## src/rtl/subrange_pkg.sv

```systemverilog
package subrange_pkg;

  typedef enum logic [2:0] {
    ST_IDLE,
    ST_COARSE,
    ST_SETTLE,
    ST_FINE,
    ST_MERGE,
    ST_DONE
  } seqState_t;

  // strobes from the sequencer to the datapath
  typedef struct packed {
    logic capCoarse;
    logic capFine;
    logic merge;
  } dpStrobe_t;

endpackage

```

## src/rtl/subrange_ctrl.sv

```systemverilog
module subrange_ctrl
  import subrange_pkg::*;
#(
  parameter int SYNC_STAGES = 2,
  parameter int COARSE_CYC  = 20,
  parameter int SETTLE_CYC  = 13,
  parameter int FINE_CYC    = 16
) (
  input  logic       clk,
  input  logic       rst,
  input  logic       convStart,
  output dpStrobe_t  strb,
  output logic       convIdle,
  output logic       inputHold,
  output logic       coarseStrobe,
  output logic       dacLoad,
  output logic       swInput,
  output logic       swResidue,
  output logic       residueHold,
  output logic       latchUpdate
);

  localparam int MAX_CYC = (COARSE_CYC > SETTLE_CYC) ?
                           ((COARSE_CYC > FINE_CYC) ? COARSE_CYC : FINE_CYC) :
                           ((SETTLE_CYC > FINE_CYC) ? SETTLE_CYC : FINE_CYC);
  localparam int CNT_W = $clog2(MAX_CYC + 1);

  // start-edge synchronizer
  logic syncOut;
  logic lastLevel;
  logic startEdge;

  generate
    if (SYNC_STAGES == 1) begin : g_sync1
      logic syncReg;
      always_ff @(posedge clk) begin
        if (rst) syncReg <= 1'b0;
        else     syncReg <= convStart;
      end
      assign syncOut = syncReg;
    end else begin : g_syncN
      logic [SYNC_STAGES-1:0] syncChain;
      always_ff @(posedge clk) begin
        if (rst) syncChain <= '0;
        else     syncChain <= {syncChain[SYNC_STAGES-2:0], convStart};
      end
      assign syncOut = syncChain[SYNC_STAGES-1];
    end
  endgenerate

  always_ff @(posedge clk) begin
    if (rst) lastLevel <= 1'b0;
    else     lastLevel <= syncOut;
  end

  assign startEdge = syncOut & ~lastLevel;

  // phase sequencer
  seqState_t      state, nextState;
  logic [CNT_W-1:0] cnt;
  logic [CNT_W-1:0] lastCnt;
  logic           phaseLast;

  always_comb begin
    case (state)
      ST_COARSE: lastCnt = CNT_W'(COARSE_CYC - 1);
      ST_SETTLE: lastCnt = CNT_W'(SETTLE_CYC - 1);
      ST_FINE:   lastCnt = CNT_W'(FINE_CYC - 1);
      default:   lastCnt = '0;
    endcase
  end

  assign phaseLast = (cnt == lastCnt);

  always_comb begin
    nextState = state;
    case (state)
      ST_IDLE:   if (startEdge) nextState = ST_COARSE;
      ST_COARSE: if (phaseLast) nextState = ST_SETTLE;
      ST_SETTLE: if (phaseLast) nextState = ST_FINE;
      ST_FINE:   if (phaseLast) nextState = ST_MERGE;
      ST_MERGE:  nextState = ST_DONE;
      ST_DONE:   nextState = ST_IDLE;
      default:   nextState = ST_IDLE;
    endcase
  end

  always_ff @(posedge clk) begin
    if (rst) begin
      state <= ST_IDLE;
      cnt   <= '0;
    end else begin
      state <= nextState;
      if (state == ST_IDLE || phaseLast) cnt <= '0;
      else                               cnt <= cnt + 1'b1;
    end
  end

  // Moore outputs
  always_comb begin
    convIdle     = 1'b0;
    inputHold    = 1'b0;
    coarseStrobe = 1'b0;
    dacLoad      = 1'b0;
    swInput      = 1'b1;
    swResidue    = 1'b0;
    residueHold  = 1'b0;
    strb         = '0;
    case (state)
      ST_IDLE: convIdle = 1'b1;
      ST_COARSE: begin
        inputHold      = 1'b1;
        coarseStrobe   = (cnt == '0);
        strb.capCoarse = phaseLast;
      end
      ST_SETTLE: begin
        inputHold = 1'b1;
        dacLoad   = (cnt == '0);
      end
      ST_FINE: begin
        swInput      = 1'b0;
        swResidue    = 1'b1;
        residueHold  = 1'b1;
        coarseStrobe = (cnt == '0);
        strb.capFine = phaseLast;
      end
      ST_MERGE: strb.merge = 1'b1;
      default: ;
    endcase
  end

  assign latchUpdate = strb.merge;

  // checks
  p_switch_excl_r5: assert property (@(posedge clk) disable iff (rst)
    !(swInput && swResidue));

  p_phase2_cfg_r5: assert property (@(posedge clk) disable iff (rst)
    swResidue |-> (residueHold && !inputHold));

  p_strobe_pulse_r3: assert property (@(posedge clk) disable iff (rst)
    coarseStrobe |=> !coarseStrobe);

  p_start_from_idle_r9: assert property (@(posedge clk) disable iff (rst)
    (state == ST_COARSE && cnt == '0) |-> $past(convIdle));

  p_idle_after_data_r8: assert property (@(posedge clk) disable iff (rst)
    $rose(convIdle) |-> $past(latchUpdate, 2));

  p_idle_tracks_r1: assert property (@(posedge clk) disable iff (rst)
    convIdle |-> (!inputHold && !residueHold && swInput));

endmodule

```

## src/rtl/subrange_dp.sv

```systemverilog
module subrange_dp
  import subrange_pkg::*;
#(
  parameter int COARSE_W   = 9,
  parameter int FINE_W     = 9,
  parameter int OUT_W      = 16,
  parameter int RES_OFFSET = 64
) (
  input  logic                clk,
  input  logic                rst,
  input  dpStrobe_t           strb,
  input  logic [COARSE_W-1:0] coarseIn,
  output logic [OUT_W-1:0]    dacWord,
  output logic [OUT_W-1:0]    dataOut
);

  localparam int SHIFT = OUT_W - COARSE_W;
  localparam int EXT_W = OUT_W + 2;
  localparam logic signed [EXT_W-1:0] POS_LIM = EXT_W'((1 << (OUT_W - 1)) - 1);
  localparam logic signed [EXT_W-1:0] NEG_LIM = -POS_LIM - EXT_W'(1);

  logic [COARSE_W-1:0] coarseReg;
  logic [FINE_W-1:0]   fineReg;

  always_ff @(posedge clk) begin
    if (rst) begin
      coarseReg <= '0;
      fineReg   <= '0;
    end else begin
      if (strb.capCoarse) coarseReg <= coarseIn;
      if (strb.capFine)   fineReg   <= FINE_W'(coarseIn);
    end
  end

  assign dacWord = {coarseReg, {SHIFT{1'b0}}};

  // error correction: weight coarse, add fine, remove offset, clamp
  logic signed [EXT_W-1:0] coarseExt;
  logic signed [EXT_W-1:0] fineExt;
  logic signed [EXT_W-1:0] sumExt;
  logic [OUT_W-1:0]        merged;

  assign coarseExt = {{(EXT_W - COARSE_W){coarseReg[COARSE_W-1]}}, coarseReg} <<< SHIFT;
  assign fineExt   = {{(EXT_W - FINE_W){1'b0}}, fineReg};
  assign sumExt    = coarseExt + fineExt - EXT_W'(RES_OFFSET);

  always_comb begin
    if (sumExt > POS_LIM)      merged = POS_LIM[OUT_W-1:0];
    else if (sumExt < NEG_LIM) merged = NEG_LIM[OUT_W-1:0];
    else                       merged = sumExt[OUT_W-1:0];
  end

  always_ff @(posedge clk) begin
    if (rst)             dataOut <= '0;
    else if (strb.merge) dataOut <= merged;
  end

  p_out_hold_r8: assert property (@(posedge clk) disable iff (rst)
    !strb.merge |=> $stable(dataOut));

  p_dac_frozen_r4: assert property (@(posedge clk) disable iff (rst)
    !strb.capCoarse |=> $stable(dacWord));

endmodule

```

## src/rtl/subrange_seq.sv

```systemverilog
module subrange_seq
  import subrange_pkg::*;
#(
  parameter int SYNC_STAGES = 2,
  parameter int COARSE_CYC  = 20,
  parameter int SETTLE_CYC  = 13,
  parameter int FINE_CYC    = 16,
  parameter int RES_OFFSET  = 64
) (
  input  logic        clk,
  input  logic        rst,
  input  logic        convStart,
  input  logic [8:0]  coarseIn,
  output logic        convIdle,
  output logic        inputHold,
  output logic        coarseStrobe,
  output logic        dacLoad,
  output logic [15:0] dacWord,
  output logic        swInput,
  output logic        swResidue,
  output logic        residueHold,
  output logic        latchUpdate,
  output logic [15:0] dataOut
);

  dpStrobe_t strb;

  subrange_ctrl #(
    .SYNC_STAGES(SYNC_STAGES),
    .COARSE_CYC (COARSE_CYC),
    .SETTLE_CYC (SETTLE_CYC),
    .FINE_CYC   (FINE_CYC)
  ) i_ctrl (
    .clk         (clk),
    .rst         (rst),
    .convStart   (convStart),
    .strb        (strb),
    .convIdle    (convIdle),
    .inputHold   (inputHold),
    .coarseStrobe(coarseStrobe),
    .dacLoad     (dacLoad),
    .swInput     (swInput),
    .swResidue   (swResidue),
    .residueHold (residueHold),
    .latchUpdate (latchUpdate)
  );

  subrange_dp #(
    .COARSE_W  (9),
    .FINE_W    (9),
    .OUT_W     (16),
    .RES_OFFSET(RES_OFFSET)
  ) i_dp (
    .clk     (clk),
    .rst     (rst),
    .strb    (strb),
    .coarseIn(coarseIn),
    .dacWord (dacWord),
    .dataOut (dataOut)
  );

endmodule

```

## config.mk

```make
export PLATFORM = sky130hd
export DESIGN_NAME = subrange_seq
export DESIGN_NICKNAME = d
export VERILOG_FILES = /design/src/rtl/subrange_pkg.sv /design/src/rtl/subrange_ctrl.sv /design/src/rtl/subrange_dp.sv /design/src/rtl/subrange_seq.sv
export SDC_FILE = /design/constraint.sdc
export NUM_CORES = 1
export LEC_CHECK = 0
export BUFFER_PORTS_ARGS = -buffer_cell sky130_fd_sc_hd__buf_2
export CORE_UTILIZATION = 45
export DETAILED_ROUTE_END_ITERATION = 8
export GPL_TIMING_DRIVEN = 0
export PLACE_DENSITY_LB_ADDON = 0.1
export SETUP_SLACK_MARGIN = 0.4
export SYNTH_ARGS = -nofsm -noshare
export SYNTH_HDL_FRONTEND = slang
export SYNTH_SLANG_ARGS = --single-unit
export TNS_END_PERCENT = 30
```

## constraint.sdc

```tcl
create_clock -name clk -period 3.21 [get_ports clk]
set_clock_uncertainty 0.15 [all_clocks]
set_input_delay 0.642 -clock clk [delete_from_list [all_inputs] [get_ports clk]]
set_output_delay 0.642 -clock clk [all_outputs]
set_load 0.005 [all_outputs]
```

==> impl_results.html, run 1 <==
<table>
<tr><th>Metric</th><th>Value</th></tr>
<tr><th colspan="2">Global routing</th></tr>
<tr><td>Overall fraction of global-route tracks in use</td><td>20.0%</td></tr>
<tr><td>Overflow after GRT</td><td>0</td></tr>
<tr><td>Via count of the first global-routing pass</td><td>2,007</td></tr>
<tr><td>Initial antenna violation count</td><td>0</td></tr>
<tr><td>Maximum number of pins on one net before global-route repair</td><td>17</td></tr>
<tr><td>Global-route wire length before repair</td><td>9.48 mm</td></tr>
<tr><th colspan="2">Pwr</th></tr>
<tr><td>Power per Cell Area</td><td>355 nW/um2</td></tr>
<tr><td>Maximum resistive drop on vdd</td><td>0.279 mV</td></tr>
<tr><td>Leakage power total</td><td>0.00144 uW</td></tr>
<tr><th colspan="2">Yosys</th></tr>
<tr><td>Synth async-reset ratio</td><td>0%</td></tr>
<tr><td>Flip-flop and latch count after synthesis</td><td>45</td></tr>
<tr><td>Total of warnings raised by yosys</td><td>0</td></tr>
<tr><td>Dominant combinational cell family by area after synthesis</td><td>simple AND/OR/NAND/NOR gates</td></tr>
<tr><td>Number of distinct standard cells referenced by the synthesized netlist</td><td>47</td></tr>
<tr><td>Post-synthesis cell area</td><td>2520 um2</td></tr>
<tr><td>Simple logic cell fraction of the synthesized area</td><td>26.7%</td></tr>
<tr><td>Sequential fraction of the synthesis area</td><td>35.8%</td></tr>
<tr><td>Xor and xnor area share after synthesis</td><td>6.61%</td></tr>
<tr><td>Share of the synthesized area in compound gates (AO/OA/AOI/OAI)</td><td>12.8%</td></tr>
<tr><td>Average instance area after synthesis</td><td>8.68 um2</td></tr>
<tr><td>Fraction of the mapped netlist area in adder cells</td><td>3.78%</td></tr>
<tr><td>Number of flops mapped to enable cells by yosys</td><td>0</td></tr>
<tr><td>Share of cell area taken by muxes after synthesis</td><td>7.55%</td></tr>
<tr><td>Post-synthesis cell count</td><td>290</td></tr>
<tr><td>Leading register cell type out of synthesis</td><td>dfxtp_1</td></tr>
<tr><th colspan="2">Floorplan</th></tr>
<tr><td>Std-Cell Rows</td><td>26</td></tr>
<tr><td>Core footprint</td><td>5240 um2</td></tr>
<tr><td>Die width</td><td>76.8 um</td></tr>
<tr><td>Die area</td><td>5900 um2</td></tr>
<tr><td>Number of primary I/O pins</td><td>52</td></tr>
<tr><td>Starting density of the core</td><td>48.1%</td></tr>
<tr><td>Die boundary height</td><td>76.8 um</td></tr>
<tr><th colspan="2">Drt</th></tr>
<tr><td>Post-detailed-route wirelength per cell</td><td>12.9 um</td></tr>
<tr><td>Via density per instance</td><td>5.08</td></tr>
<tr><td>Routed Antenna Nets</td><td>0</td></tr>
<tr><td>Number of DRC markers after the initial detailed-route iteration</td><td>70</td></tr>
<tr><td>Wire length reported by the detailed router</td><td>5.51 mm</td></tr>
<tr><td>Number of vias in the routed layout</td><td>2,176</td></tr>
<tr><td>Number of iterations in the first detailed-routing pass</td><td>6</td></tr>
<tr><td>DRC violation count after routing</td><td>0</td></tr>
<tr><th colspan="2">Clock tree</th></tr>
<tr><td>Inserted Clock Buffers</td><td>5</td></tr>
<tr><td>Sink count of the clock tree</td><td>45</td></tr>
<tr><td>Number of H-tree branching levels</td><td>2</td></tr>
<tr><td>Number of buffers on the longest clock path</td><td>2</td></tr>
<tr><td>Clk_lat worst skew</td><td>310 ps</td></tr>
<tr><td>TritonCTS clock tree</td><td>built</td></tr>
<tr><td>Register clock-pin slew on the reported worst setup and hold paths</td><td>100 ps</td></tr>
<tr><td>Clock Root Buffer</td><td>clkbuf_8</td></tr>
<tr><td>Count of hold-fix buffers inserted at cts</td><td>0</td></tr>
<tr><th colspan="2">Place</th></tr>
<tr><td>Weighted congestion at the end of routability-driven global placement</td><td>0.830</td></tr>
<tr><td>Number of input and output port buffers inserted</td><td>44</td></tr>
<tr><td>Post-detail-place hpwl</td><td>4.04 mm</td></tr>
<tr><td>Post-placement setup slack</td><td>15.9 ps</td></tr>
<tr><th colspan="2">Timing</th></tr>
<tr><td>Final hold viol count</td><td>0</td></tr>
<tr><td>FMAX</td><td>358 MHz</td></tr>
<tr><td>Slew HR</td><td>52.9%</td></tr>
<tr><td>Tcrit/Tclk final</td><td>87.0%</td></tr>
<tr><td>Minimum clock period after layout</td><td>2790 ps</td></tr>
<tr><td>Setup-violating endpoint count in the final report</td><td>0</td></tr>
<tr><td>Least setup slack across all paths after layout</td><td>416 ps</td></tr>
<tr><td>Post-Route Setup TNS</td><td>0 ps</td></tr>
<tr><td>Setup repair after global routing missed its margin</td><td>yes</td></tr>
<tr><td>Number of pins exceeding their max-slew limit in the final report</td><td>0</td></tr>
<tr><td>Worst-Margin Slew</td><td>707 ps</td></tr>
<tr><th colspan="2">Finish</th></tr>
<tr><td>Fill cell instance count of the final layout</td><td>492</td></tr>
<tr><td>Number of nets at the end of the flow</td><td>376</td></tr>
<tr><td>Total inserted antenna cells</td><td>0</td></tr>
<tr><td>Area taken by multi-input logic gates</td><td>1560 um2</td></tr>
<tr><td>FF/Latch Area</td><td>906 um2</td></tr>
<tr><td>Syn-to-layout area delta</td><td>25.5%</td></tr>
<tr><td>Fraction of final layout cells sized beyond drive strength 1</td><td>30.4%</td></tr>
<tr><th colspan="2">Run</th></tr>
<tr><td>Number of max-capacitance violations reported</td><td>0</td></tr>
<tr><th colspan="2">Hold path</th></tr>
<tr><td>WHS Path Cells</td><td>1</td></tr>
<tr><td>Path category of the worst min-delay check</td><td>flip-flop to flip-flop</td></tr>
<tr><th colspan="2">Worst setup path</th></tr>
<tr><td>Worst path arrival time</td><td>2880 ps</td></tr>
<tr><td>Type of origin of the critical path</td><td>flip-flop</td></tr>
<tr><td>Endpoint required time on the critical path</td><td>3290 ps</td></tr>
<tr><td>Maximum fanout along the worst path</td><td>7</td></tr>
<tr><td>Cell count of the worst reg-to-reg path</td><td>9</td></tr>
<tr><td>Setup crit end kind</td><td>flip-flop</td></tr>
<tr><td>Critical setup path kind</td><td>flip-flop to flip-flop</td></tr>
<tr><td>Register-to-Register Setup Slack</td><td>420 ps</td></tr>
<tr><th colspan="2">Outcome</th></tr>
<tr><td>Outcome</td><td>completed</td></tr>
</table>
power by group:
group / total [uW] / internal, uW / switching (uW)
logic: 105 / 47.4 / 57.9
registers: 569 / 565 / 3.62
clock network: 449 / 238 / 211
critical path: stages (launching register included):
cell      delay [ps]
dfxtp_4          360
ha_4             160
fa_2             450
or4b_4           540
o22ai_4          170
nand4_2          150
a211oi_4         260
buf_6            180
nor3_1            80
nor4_4           220
final timing paths:
kind                                     startpoint                                     end
min reg2reg  i_ctrl.g_syncN.syncChain[0]$_SDFF_PP0_  i_ctrl.g_syncN.syncChain[1]$_SDFF_PP0_
min          i_ctrl.g_syncN.syncChain[0]$_SDFF_PP0_  i_ctrl.g_syncN.syncChain[1]$_SDFF_PP0_
max reg2reg          i_dp.coarseReg[0]$_SDFFE_PP0P_            i_dp.dataOut[4]$_SDFFE_PP0P_
max                  i_dp.coarseReg[0]$_SDFFE_PP0P_            i_dp.dataOut[4]$_SDFFE_PP0P_
Yosys cell counts, drive strengths merged, types with 2 or more instances:
cell type  count  share of area, %
a22oi          2              0.60
nor3          16               3.2
nor3b          2              0.60
mux2i         19               7.6
a21o           2              0.60
clkbuf         7               1.0
nor2          58               9.2
o22ai          2               1.0
xor2           6               2.1
o31ai          2              0.80
nand2b         4              0.99
nor4           8               3.5
a21oi         10               2.0
or3            3              0.75
a211oi        14               6.0
nand3          5              0.99
nor2b          6               1.5
nand2         16               2.4
o21ai          3              0.60
inv            8               1.2
ha             6               3.0
and2           2              0.50
dfxtp         45                36
buf           16               4.2
nand4          3              0.99
xnor2         13               4.5
nand4b         2              0.70
logic make-up after synthesis:
group / after synthesis
other cells: 1
mux: 19
simple gates: 129
compound gates: 38
flops: 45
buf+inv: 32
fa+ha+maj: 7
xor+xnor: 19
layout by cell type (no fill, tap or decap), types with 3 or more instances in the layout:
cell,count
nor2_1,56
buf_2,49
dfxtp_1,43
mux2i_1,19
nand2_1,16
buf_4,15
xnor2_1,13
nor3_1,11
a21oi_1,9
inv_1,8
clkbuf_1,7
conb_1,7
nor2b_1,6
xor2_1,6
a211oi_1,6
a211oi_2,6
nand3_1,5
nor4_2,5
ha_1,5
clkbuf_8,5
nand2b_1,4
buf_6,4
or3_1,3
o21ai_0,3
nor3_2,3
layout make-up:
| class | count | share of cell area (%) |
|---|---|---|
| inverters | 9 | 1.07 |
| multi-input cells | 219 | 49.5 |
| well taps | 70 | 2.77 |
| flip-flops and latches | 45 | 28.7 |
| plain buffers | 23 | 4.35 |
| repair buffers | 54 | 9.98 |
| clock inverters | 3 | 1.50 |
| clock buffers | 5 | 2.18 |
registers in the layout, summed over array words and instances, names as in the netlist:
signal,cells
i_dp.dataOut,16
i_dp.coarseReg,9
i_ctrl.cnt,5
i_ctrl.g_syncN.syncChain,2
i_ctrl.lastLevel,1
i_ctrl.state,3
i_dp.fineReg,9
timing repair:
item,in CTS,in global routing
pin swaps,10,9
buffers inserted,8,2
endpoints found under the setup margin,15,14
resized for setup,14,9
gates cloned,0,0
metrics by stage:
stage                     util, %  total power, uW  cell area, um2  instances  hold slack, ps
after global routing         60.3             1180            3160        428             318
after detailed placement     54.4              683            2850        410             283
after CTS                    58.8             1130            3080        426             307
after global placement       54.4              682            2850        410             267
after floorplan                 -              651            2540        296             264
final                        60.3             1120            3160        428             300
layer usage:
| layer | GRT usage, % | share of wire (%) | up-vias |
|---|---|---|---|
| met3 | 3.93 | 4.3 | 5 |
| met4 | 6.92 | 1.0 | 0 |
| met5 | 0 | 0 | - |
| met1 | 27.0 | 50 | 1004 |
| li1 | - | - | 1114 |
| met2 | 31.7 | 45 | 53 |
Note: power is estimated with default switching activity, not from simulation.
==> run 2: changes to the inputs <==
--- a/config.mk
+++ b/config.mk
@@ -8,7 +8,6 @@
 export BUFFER_PORTS_ARGS = -buffer_cell sky130_fd_sc_hd__buf_2
 export CORE_UTILIZATION = 45
 export DETAILED_ROUTE_END_ITERATION = 8
-export GPL_TIMING_DRIVEN = 0
 export PLACE_DENSITY_LB_ADDON = 0.1
 export SETUP_SLACK_MARGIN = 0.4
 export SYNTH_ARGS = -nofsm -noshare
==> impl_results.html, run 2 (synthesized netlist as in run 1, its figures left out) <==
<table>
<tr><th>Metric</th><th>Value</th></tr>
<tr><th colspan="2">Outcome</th></tr>
<tr><td>Outcome</td><td>completed</td></tr>
<tr><th colspan="2">Clock tree</th></tr>
<tr><td>Number of H-tree branching levels</td><td>2 (unchanged)</td></tr>
<tr><td>Count of hold-fix buffers inserted at cts</td><td>0 (unchanged)</td></tr>
<tr><td>Sink count of the clock tree</td><td>45 (unchanged)</td></tr>
<tr><td>Register clock-pin slew on the reported worst setup and hold paths</td><td>90 ps (about the same)</td></tr>
<tr><td>Inserted Clock Buffers</td><td>5 (unchanged)</td></tr>
<tr><td>TritonCTS clock tree</td><td>built</td></tr>
<tr><td>Clk_lat worst skew</td><td>310 ps (about the same)</td></tr>
<tr><td>Number of buffers on the longest clock path</td><td>2 (unchanged)</td></tr>
<tr><td>Clock Root Buffer</td><td>clkbuf_8</td></tr>
<tr><th colspan="2">Worst setup path</th></tr>
<tr><td>Maximum fanout along the worst path</td><td>7 (unchanged)</td></tr>
<tr><td>Critical setup path kind</td><td>flip-flop to flip-flop</td></tr>
<tr><td>Register-to-Register Setup Slack</td><td>460 ps (+40 ps)</td></tr>
<tr><td>Type of origin of the critical path</td><td>flip-flop</td></tr>
<tr><td>Worst path arrival time</td><td>2830 ps (-50 ps)</td></tr>
<tr><td>Endpoint required time on the critical path</td><td>3290 ps (about the same)</td></tr>
<tr><td>Setup crit end kind</td><td>flip-flop</td></tr>
<tr><th colspan="2">Timing</th></tr>
<tr><td>Post-Route Setup TNS</td><td>0 ps (unchanged)</td></tr>
<tr><td>Worst-Margin Slew</td><td>763 ps (+56.2 ps)</td></tr>
<tr><td>Final hold viol count</td><td>0 (unchanged)</td></tr>
<tr><td>FMAX</td><td>363 MHz (+1.4%)</td></tr>
<tr><td>Number of pins exceeding their max-slew limit in the final report</td><td>0 (unchanged)</td></tr>
<tr><td>Slew HR</td><td>48.9% (-4.0 points)</td></tr>
<tr><td>Setup-violating endpoint count in the final report</td><td>0 (unchanged)</td></tr>
<tr><td>Tcrit/Tclk final</td><td>85.8% (-1.2 points)</td></tr>
<tr><td>Minimum clock period after layout</td><td>2750 ps (-39.9 ps)</td></tr>
<tr><td>Setup repair after global routing missed its margin</td><td>yes</td></tr>
<tr><th colspan="2">Place</th></tr>
<tr><td>Weighted congestion at the end of routability-driven global placement</td><td>0.817 (-1.5%)</td></tr>
<tr><td>Placed instance area</td><td>2790 um2 (-2.0%)</td></tr>
<tr><td>Number of input and output port buffers inserted</td><td>44 (unchanged)</td></tr>
<tr><td>Post-detail-place hpwl</td><td>4.12 mm (+1.9%)</td></tr>
<tr><th colspan="2">Finish</th></tr>
<tr><td>Most frequent cells in the layout</td><td>56 x nor2_1, 44 x buf_2, 43 x dfxtp_1, 18 x mux2i_1, 16 x nand2_1</td></tr>
<tr><td>Total inserted antenna cells</td><td>0 (unchanged)</td></tr>
<tr><td>Flip-flop count of the largest register after layout</td><td>16 (unchanged)</td></tr>
<tr><td>FF/Latch Area</td><td>903 um2 (-0.28%)</td></tr>
<tr><td>Most common cell after layout, fill and taps aside</td><td>nor2_1</td></tr>
<tr><td>Number of nets at the end of the flow</td><td>359 (-4.5%)</td></tr>
<tr><td>Syn-to-layout area delta</td><td>20.1%</td></tr>
<tr><td>Largest registers ranked by flip-flop count</td><td>i_dp.dataOut (16), i_dp.coarseReg (9), i_dp.fineReg (9)</td></tr>
<tr><td>Fraction of final layout cells sized beyond drive strength 1</td><td>29.0% (-1.4 points)</td></tr>
<tr><td>Area taken by multi-input logic gates</td><td>1540 um2 (-1.8%)</td></tr>
<tr><td>Fill cell instance count of the final layout</td><td>528 (+7.3%)</td></tr>
<tr><td>Largest Register</td><td>i_dp.dataOut</td></tr>
<tr><td>Total non-filler cell area in the finished layout</td><td>3020 um2 (-4.4%)</td></tr>
<tr><th colspan="2">Drt</th></tr>
<tr><td>Number of iterations in the first detailed-routing pass</td><td>4 (-2)</td></tr>
<tr><td>DRC violation count after routing</td><td>0 (unchanged)</td></tr>
<tr><td>Via density per instance</td><td>5.27 (+3.8%)</td></tr>
<tr><td>Number of DRC markers after the initial detailed-route iteration</td><td>65 (-7.1%)</td></tr>
<tr><td>Number of vias in the routed layout</td><td>2,168 (-0.37%)</td></tr>
<tr><td>Wire length reported by the detailed router</td><td>5.83 mm (+5.7%)</td></tr>
<tr><td>Routed Antenna Nets</td><td>0 (unchanged)</td></tr>
<tr><td>Post-detailed-route wirelength per cell</td><td>14.2 um (+10%)</td></tr>
<tr><th colspan="2">Floorplan</th></tr>
<tr><td>Std-Cell Rows</td><td>26 (unchanged)</td></tr>
<tr><td>Die area</td><td>5900 um2 (unchanged)</td></tr>
<tr><td>Starting density of the core</td><td>48.1% (unchanged)</td></tr>
<tr><td>Die boundary height</td><td>76.8 um (unchanged)</td></tr>
<tr><td>Core footprint</td><td>5240 um2 (unchanged)</td></tr>
<tr><td>Number of primary I/O pins</td><td>52 (unchanged)</td></tr>
<tr><td>Die width</td><td>76.8 um (unchanged)</td></tr>
<tr><th colspan="2">Global routing</th></tr>
<tr><td>Via count of the first global-routing pass</td><td>1,990 (-0.85%)</td></tr>
<tr><td>Overall fraction of global-route tracks in use</td><td>20.3% (+0.22 points)</td></tr>
<tr><td>Overflow after GRT</td><td>0 (unchanged)</td></tr>
<tr><td>Initial antenna violation count</td><td>0 (unchanged)</td></tr>
<tr><td>Global-route wire length before repair</td><td>9.50 mm (+0.22%)</td></tr>
<tr><td>Maximum number of pins on one net before global-route repair</td><td>22 (+5)</td></tr>
<tr><th colspan="2">Pwr</th></tr>
<tr><td>Design internal power</td><td>848 uW (-0.31%)</td></tr>
<tr><td>Power spent charging and discharging nets</td><td>276 uW (+1.2%)</td></tr>
<tr><td>Power per Cell Area</td><td>372 nW/um2 (+4.6%)</td></tr>
<tr><td>Final Power</td><td>1120 uW (about the same)</td></tr>
<tr><td>Sequential share of power</td><td>51.2% (+0.6 points)</td></tr>
<tr><td>Portion of total power attributed to combinational logic</td><td>8.3% (-1.1 points)</td></tr>
<tr><td>Switching part of the total power</td><td>24.6% (+0.28 points)</td></tr>
<tr><td>Leakage power total</td><td>0.00136 uW (-5.9%)</td></tr>
<tr><td>Share of power burned in the clock network</td><td>40.5% (+0.5 points)</td></tr>
<tr><td>Maximum resistive drop on vdd</td><td>0.260 mV (-6.6%)</td></tr>
<tr><th colspan="2">Hold path</th></tr>
<tr><td>Path category of the worst min-delay check</td><td>flip-flop to flip-flop</td></tr>
<tr><th colspan="2">Run</th></tr>
<tr><td>Number of max-capacitance violations reported</td><td>0 (unchanged)</td></tr>
</table>
==> run 2: changes by cell type in the layout (fill, tap and decap cells not counted), sizes merged <==
cell / before / now
inv: 10 / 9
clkinv: 1 / 2
clkbuf: 12 / 5
buf: 70 / 60
==> run 2: repair_timing <==
item,CTS,global route
setup buffers,5,1
pin swaps,7,15
hold endpoints to repair,0,0
setup endpoints to repair,14,15
gates resized for setup,5,10
==> run 2: worst max-delay path, stage by stage, from the launching register on <==
cell and delay, ps:
dfxtp_2 360, ha_4 150, fa_2 440, or4b_4 540
o22ai_4 140, nand4_2 160, a211oi_4 310, buf_4 160
nor2_4 60, a211oi_2 210
==> run 2: cell type report <==
type / count / area share (%)
clock buffers: 5 / 2.28
clock inverters: 3 / 1.66
inverters: 9 / 1.12
multi-input cells: 219 / 50.8
flip-flops and latches: 45 / 29.9
well taps: 70 / 2.90
repair buffers: 60 / 11.4
==> run 2: worst paths after layout <==
kind | startpoint | end | depth (start not counted)
hold reg to reg | i_ctrl.g_syncN.syncChain[0]$_SDFF_PP0_ | i_ctrl.g_syncN.syncChain[1]$_SDFF_PP0_ | 1
setup / recovery | i_dp.coarseReg[0]$_SDFFE_PP0P_ | i_dp.dataOut[11]$_SDFFE_PP0P_ | 9
hold / removal | i_ctrl.g_syncN.syncChain[0]$_SDFF_PP0_ | i_ctrl.g_syncN.syncChain[1]$_SDFF_PP0_ | 1
setup reg to reg | i_dp.coarseReg[0]$_SDFFE_PP0P_ | i_dp.dataOut[11]$_SDFFE_PP0P_ | 9
==> run 2: metrics by stage <==
step	hold WS, ps	std cells	util [%]	setup WS (ps)
5_1_grt	325	411	57.7	349
2_1_floorplan	264	296	-	423
3_3_place_gp	266	397	53.3	299
3_5_place_dp	283	397	53.3	239
4_1_cts	306	410	56.6	341
6_report	299	411	57.7	456
==> run 2: power by group through the flow <==
stage / combinational (uW) / sequential, uW / clock, uW
after floorplan: 68.9 / 582 / 0
after global placement: 90.2 / 588 / 0
after detailed placement: 90.0 / 588 / 0
after CTS: 92.2 / 575 / 474
after global routing: 104 / 577 / 488
final: 93.3 / 575 / 455
==> run 2: metal layers <==
layer / global-route usage, % / wire length (um)
met1: 26.7 / 2810
met2: 32.1 / 2670
met3: 4.76 / 279
met4: 7.31 / 67
met5: 0 / 0
==> run 3: changes to the inputs <==
--- a/config.mk
+++ b/config.mk
@@ -8,6 +8,7 @@
 export BUFFER_PORTS_ARGS = -buffer_cell sky130_fd_sc_hd__buf_2
 export CORE_UTILIZATION = 45
 export DETAILED_ROUTE_END_ITERATION = 8
+export GPL_ROUTABILITY_DRIVEN = 0
 export PLACE_DENSITY_LB_ADDON = 0.1
 export SETUP_SLACK_MARGIN = 0.4
 export SYNTH_ARGS = -nofsm -noshare
==> constraint.sdc (replaced) <==
create_clock -name clk -period 3.21 [get_ports clk]
set_clock_uncertainty 0.15 [all_clocks]
set_input_delay 0.1605 -clock clk [delete_from_list [all_inputs] [get_ports clk]]
set_output_delay 0.1605 -clock clk [all_outputs]
set_load 0.005 [all_outputs]
==> impl_results.html, run 3 (synthesized netlist as in run 1, its figures left out) <==
<table>
<tr><th>Metric</th><th>Value</th></tr>
<tr><th colspan="2">Drt</th></tr>
<tr><td>DRC violation count after routing</td><td>0 (unchanged)</td></tr>
<tr><td>Via density per instance</td><td>5.17 (-2.0%)</td></tr>
<tr><td>Number of DRC markers after the initial detailed-route iteration</td><td>71 (+9.2%)</td></tr>
<tr><td>Number of iterations in the first detailed-routing pass</td><td>4 (unchanged)</td></tr>
<tr><td>Post-detailed-route wirelength per cell</td><td>13.6 um (-3.8%)</td></tr>
<tr><td>Routed Antenna Nets</td><td>0 (unchanged)</td></tr>
<tr><td>Wire length reported by the detailed router</td><td>5.71 mm (-1.9%)</td></tr>
<tr><td>Number of vias in the routed layout</td><td>2,166 (-0.092%)</td></tr>
<tr><th colspan="2">Timing</th></tr>
<tr><td>FMAX</td><td>355 MHz (-2.2%)</td></tr>
<tr><td>Worst-Margin Slew</td><td>863 ps (+100 ps)</td></tr>
<tr><td>Number of pins exceeding their max-slew limit in the final report</td><td>0 (unchanged)</td></tr>
<tr><td>Worst hold margin</td><td>302 ps (+2.69 ps)</td></tr>
<tr><td>Setup-violating endpoint count in the final report</td><td>0 (unchanged)</td></tr>
<tr><td>Tcrit/Tclk final</td><td>87.7% (+1.9 points)</td></tr>
<tr><td>Final hold viol count</td><td>0 (unchanged)</td></tr>
<tr><td>Minimum clock period after layout</td><td>2820 ps (+61.0 ps)</td></tr>
<tr><td>Post-Route Setup TNS</td><td>0 ps (unchanged)</td></tr>
<tr><td>Setup repair after global routing missed its margin</td><td>yes</td></tr>
<tr><td>Slew HR</td><td>42.5% (-6.4 points)</td></tr>
<tr><th colspan="2">Global routing</th></tr>
<tr><td>Via count of the first global-routing pass</td><td>1,930 (-3.0%)</td></tr>
<tr><td>Maximum number of pins on one net before global-route repair</td><td>42 (+91%)</td></tr>
<tr><td>Overflow after GRT</td><td>0 (unchanged)</td></tr>
<tr><td>Overall fraction of global-route tracks in use</td><td>20.2% (-0.051 points)</td></tr>
<tr><td>Initial antenna violation count</td><td>0 (unchanged)</td></tr>
<tr><td>Global-route wire length before repair</td><td>9.65 mm (+1.6%)</td></tr>
<tr><th colspan="2">Clock tree</th></tr>
<tr><td>Clk_lat worst skew</td><td>300 ps (about the same)</td></tr>
<tr><td>Number of H-tree branching levels</td><td>2 (unchanged)</td></tr>
<tr><td>Inserted Clock Buffers</td><td>5 (unchanged)</td></tr>
<tr><td>Clock Root Buffer</td><td>clkbuf_8</td></tr>
<tr><td>TritonCTS clock tree</td><td>built</td></tr>
<tr><td>Register clock-pin slew on the reported worst setup and hold paths</td><td>90 ps (about the same)</td></tr>
<tr><td>Sink count of the clock tree</td><td>45 (unchanged)</td></tr>
<tr><td>Number of buffers on the longest clock path</td><td>2 (unchanged)</td></tr>
<tr><th colspan="2">Worst setup path</th></tr>
<tr><td>Endpoint required time on the critical path</td><td>3270 ps (-20 ps)</td></tr>
<tr><td>Critical-path cell list</td><td>ha_4 -&gt; fa_2 -&gt; or4b_4 -&gt; o22ai_4 -&gt; a21o_1 -&gt; a221oi_2 -&gt; a211oi_4 -&gt; buf_4 -&gt; nand2_1 -&gt; a211oi_2</td></tr>
<tr><td>Type of origin of the critical path</td><td>flip-flop</td></tr>
<tr><td>Highest-delay cell along the critical path</td><td>or4b_4</td></tr>
<tr><td>Maximum fanout along the worst path</td><td>4 (-3)</td></tr>
<tr><td>Setup crit end kind</td><td>flip-flop</td></tr>
<tr><td>Critical setup path kind</td><td>flip-flop to flip-flop</td></tr>
<tr><td>Worst path arrival time</td><td>2870 ps (+40 ps)</td></tr>
<tr><td>Largest stage delay on the critical path</td><td>540 ps (about the same)</td></tr>
<tr><th colspan="2">Place</th></tr>
<tr><td>Number of input and output port buffers inserted</td><td>44 (unchanged)</td></tr>
<tr><td>Total instance count after detailed placement</td><td>394 (-0.76%)</td></tr>
<tr><td>Post-detail-place hpwl</td><td>4.00 mm (-2.8%)</td></tr>
<tr><th colspan="2">Floorplan</th></tr>
<tr><td>Core footprint</td><td>5240 um2 (unchanged)</td></tr>
<tr><td>Die area</td><td>5900 um2 (unchanged)</td></tr>
<tr><td>Die width</td><td>76.8 um (unchanged)</td></tr>
<tr><td>Std-Cell Rows</td><td>26 (unchanged)</td></tr>
<tr><td>Starting density of the core</td><td>48.1% (unchanged)</td></tr>
<tr><td>Number of primary I/O pins</td><td>52 (unchanged)</td></tr>
<tr><td>Die boundary height</td><td>76.8 um (unchanged)</td></tr>
<tr><th colspan="2">Finish</th></tr>
<tr><td>Number of nets at the end of the flow</td><td>368 (+2.5%)</td></tr>
<tr><td>Fill cell instance count of the final layout</td><td>487 (-7.8%)</td></tr>
<tr><td>Util after Layout</td><td>59.5% (+1.8 points)</td></tr>
<tr><td>Most frequent cells in the layout</td><td>56 x nor2_1, 44 x buf_2, 42 x dfxtp_1, 18 x mux2i_1, 15 x nand2_1</td></tr>
<tr><td>Largest registers ranked by flip-flop count</td><td>i_dp.dataOut (16), i_dp.coarseReg (9), i_dp.fineReg (9)</td></tr>
<tr><td>Area taken by multi-input logic gates</td><td>1540 um2 (+0.41%)</td></tr>
<tr><td>Fraction of final layout cells sized beyond drive strength 1</td><td>28.9% (-0.092 points)</td></tr>
<tr><td>Most common cell after layout, fill and taps aside</td><td>nor2_1</td></tr>
<tr><td>FF/Latch Area</td><td>905 um2 (+0.14%)</td></tr>
<tr><td>Total inserted antenna cells</td><td>0 (unchanged)</td></tr>
<tr><td>Syn-to-layout area delta</td><td>23.8%</td></tr>
<tr><td>Number of standard cells in the final layout excluding fillers</td><td>419 (+1.9%)</td></tr>
<tr><td>Flip-flop count of the largest register after layout</td><td>16 (unchanged)</td></tr>
<tr><td>Largest Register</td><td>i_dp.dataOut</td></tr>
<tr><th colspan="2">Hold path</th></tr>
<tr><td>Path category of the worst min-delay check</td><td>input port to flip-flop</td></tr>
<tr><th colspan="2">Pwr</th></tr>
<tr><td>Maximum resistive drop on vdd</td><td>0.185 mV (-29%)</td></tr>
<tr><td>Leakage power total</td><td>0.00140 uW (+2.7%)</td></tr>
<tr><td>Power per Cell Area</td><td>354 nW/um2 (-4.7%)</td></tr>
<tr><th colspan="2">Run</th></tr>
<tr><td>Number of max-capacitance violations reported</td><td>0 (unchanged)</td></tr>
<tr><th colspan="2">Outcome</th></tr>
<tr><td>Outcome</td><td>completed</td></tr>
</table>
-- run 3: worst max-delay path, delay by kind of cell, from the launching register on --
kind | cells | cell delay (ps)
compound gates | 5 | 860
simple gates | 2 | 610
fa+ha+maj | 2 | 580
flops | 1 | 360
buf+inv | 1 | 160
-- run 3: through the flow --
stage	area [um2]	total power [uW]	setup WS [ps]
after floorplan	2540	651	423
after global placement	2770	677	283
after detailed placement	2770	676	213
after CTS	3060	1110	354
after global routing	3120	1150	273
final	3120	1100	395
-- run 3: what timing repair did --
action | in CTS | in global routing
setup buffers | 5 | 3
endpoints found under the setup margin | 14 | 15
hold endpoints to repair | 18 | 0
hold buffers | 10 | 0
gates resized for setup | 10 | 9
pin swaps | 16 | 10
-- run 3: layout make-up --
cell class                 instances  share of cell area, %
sequential                        45                   29.0
multi-input combinational        219                   49.5
timing repair buffer              69                   14.1
inverter                           9                   1.08
tap                               70                   2.81
clock buffer                       5                   2.21
clock inverter                     2                   1.24
-- run 3: final timing paths --
kind	start	end	slack, ps	cells past startpoint
worst min register to register	i_ctrl.g_syncN.syncChain[0]$_SDFF_PP0_	i_ctrl.g_syncN.syncChain[1]$_SDFF_PP0_	310	1
worst min-delay path	rst	i_dp.coarseReg[5]$_SDFFE_PP0P_	300	2
worst max register to register	i_dp.fineReg[7]$_SDFFE_PP0P_	i_dp.dataOut[9]$_SDFFE_PP0P_	390	10
worst max-delay path	i_dp.fineReg[7]$_SDFFE_PP0P_	i_dp.dataOut[9]$_SDFFE_PP0P_	390	10
-- run 3: power breakdown --
| part | leakage [uW] | switching [uW] | internal (uW) | total [uW] |
|---|---|---|---|---|
| combinational | 0.000977 | 51.9 | 50.1 | 102 |
| clock | 0.0000546 | 196 | 231 | 427 |
| sequential | 0.000365 | 9.04 | 566 | 575 |
-- run 3: metal layers --
metal	vias to the layer above	routed length, um	GRT usage [%]	part of all wire [%]
li1	1100	-	-	-
met1	1012	2820	28.6	49
met2	46	2590	31.2	45
met3	8	233	4.52	4.1
met4	0	68	4.23	1.2
met5	-	0	0	0
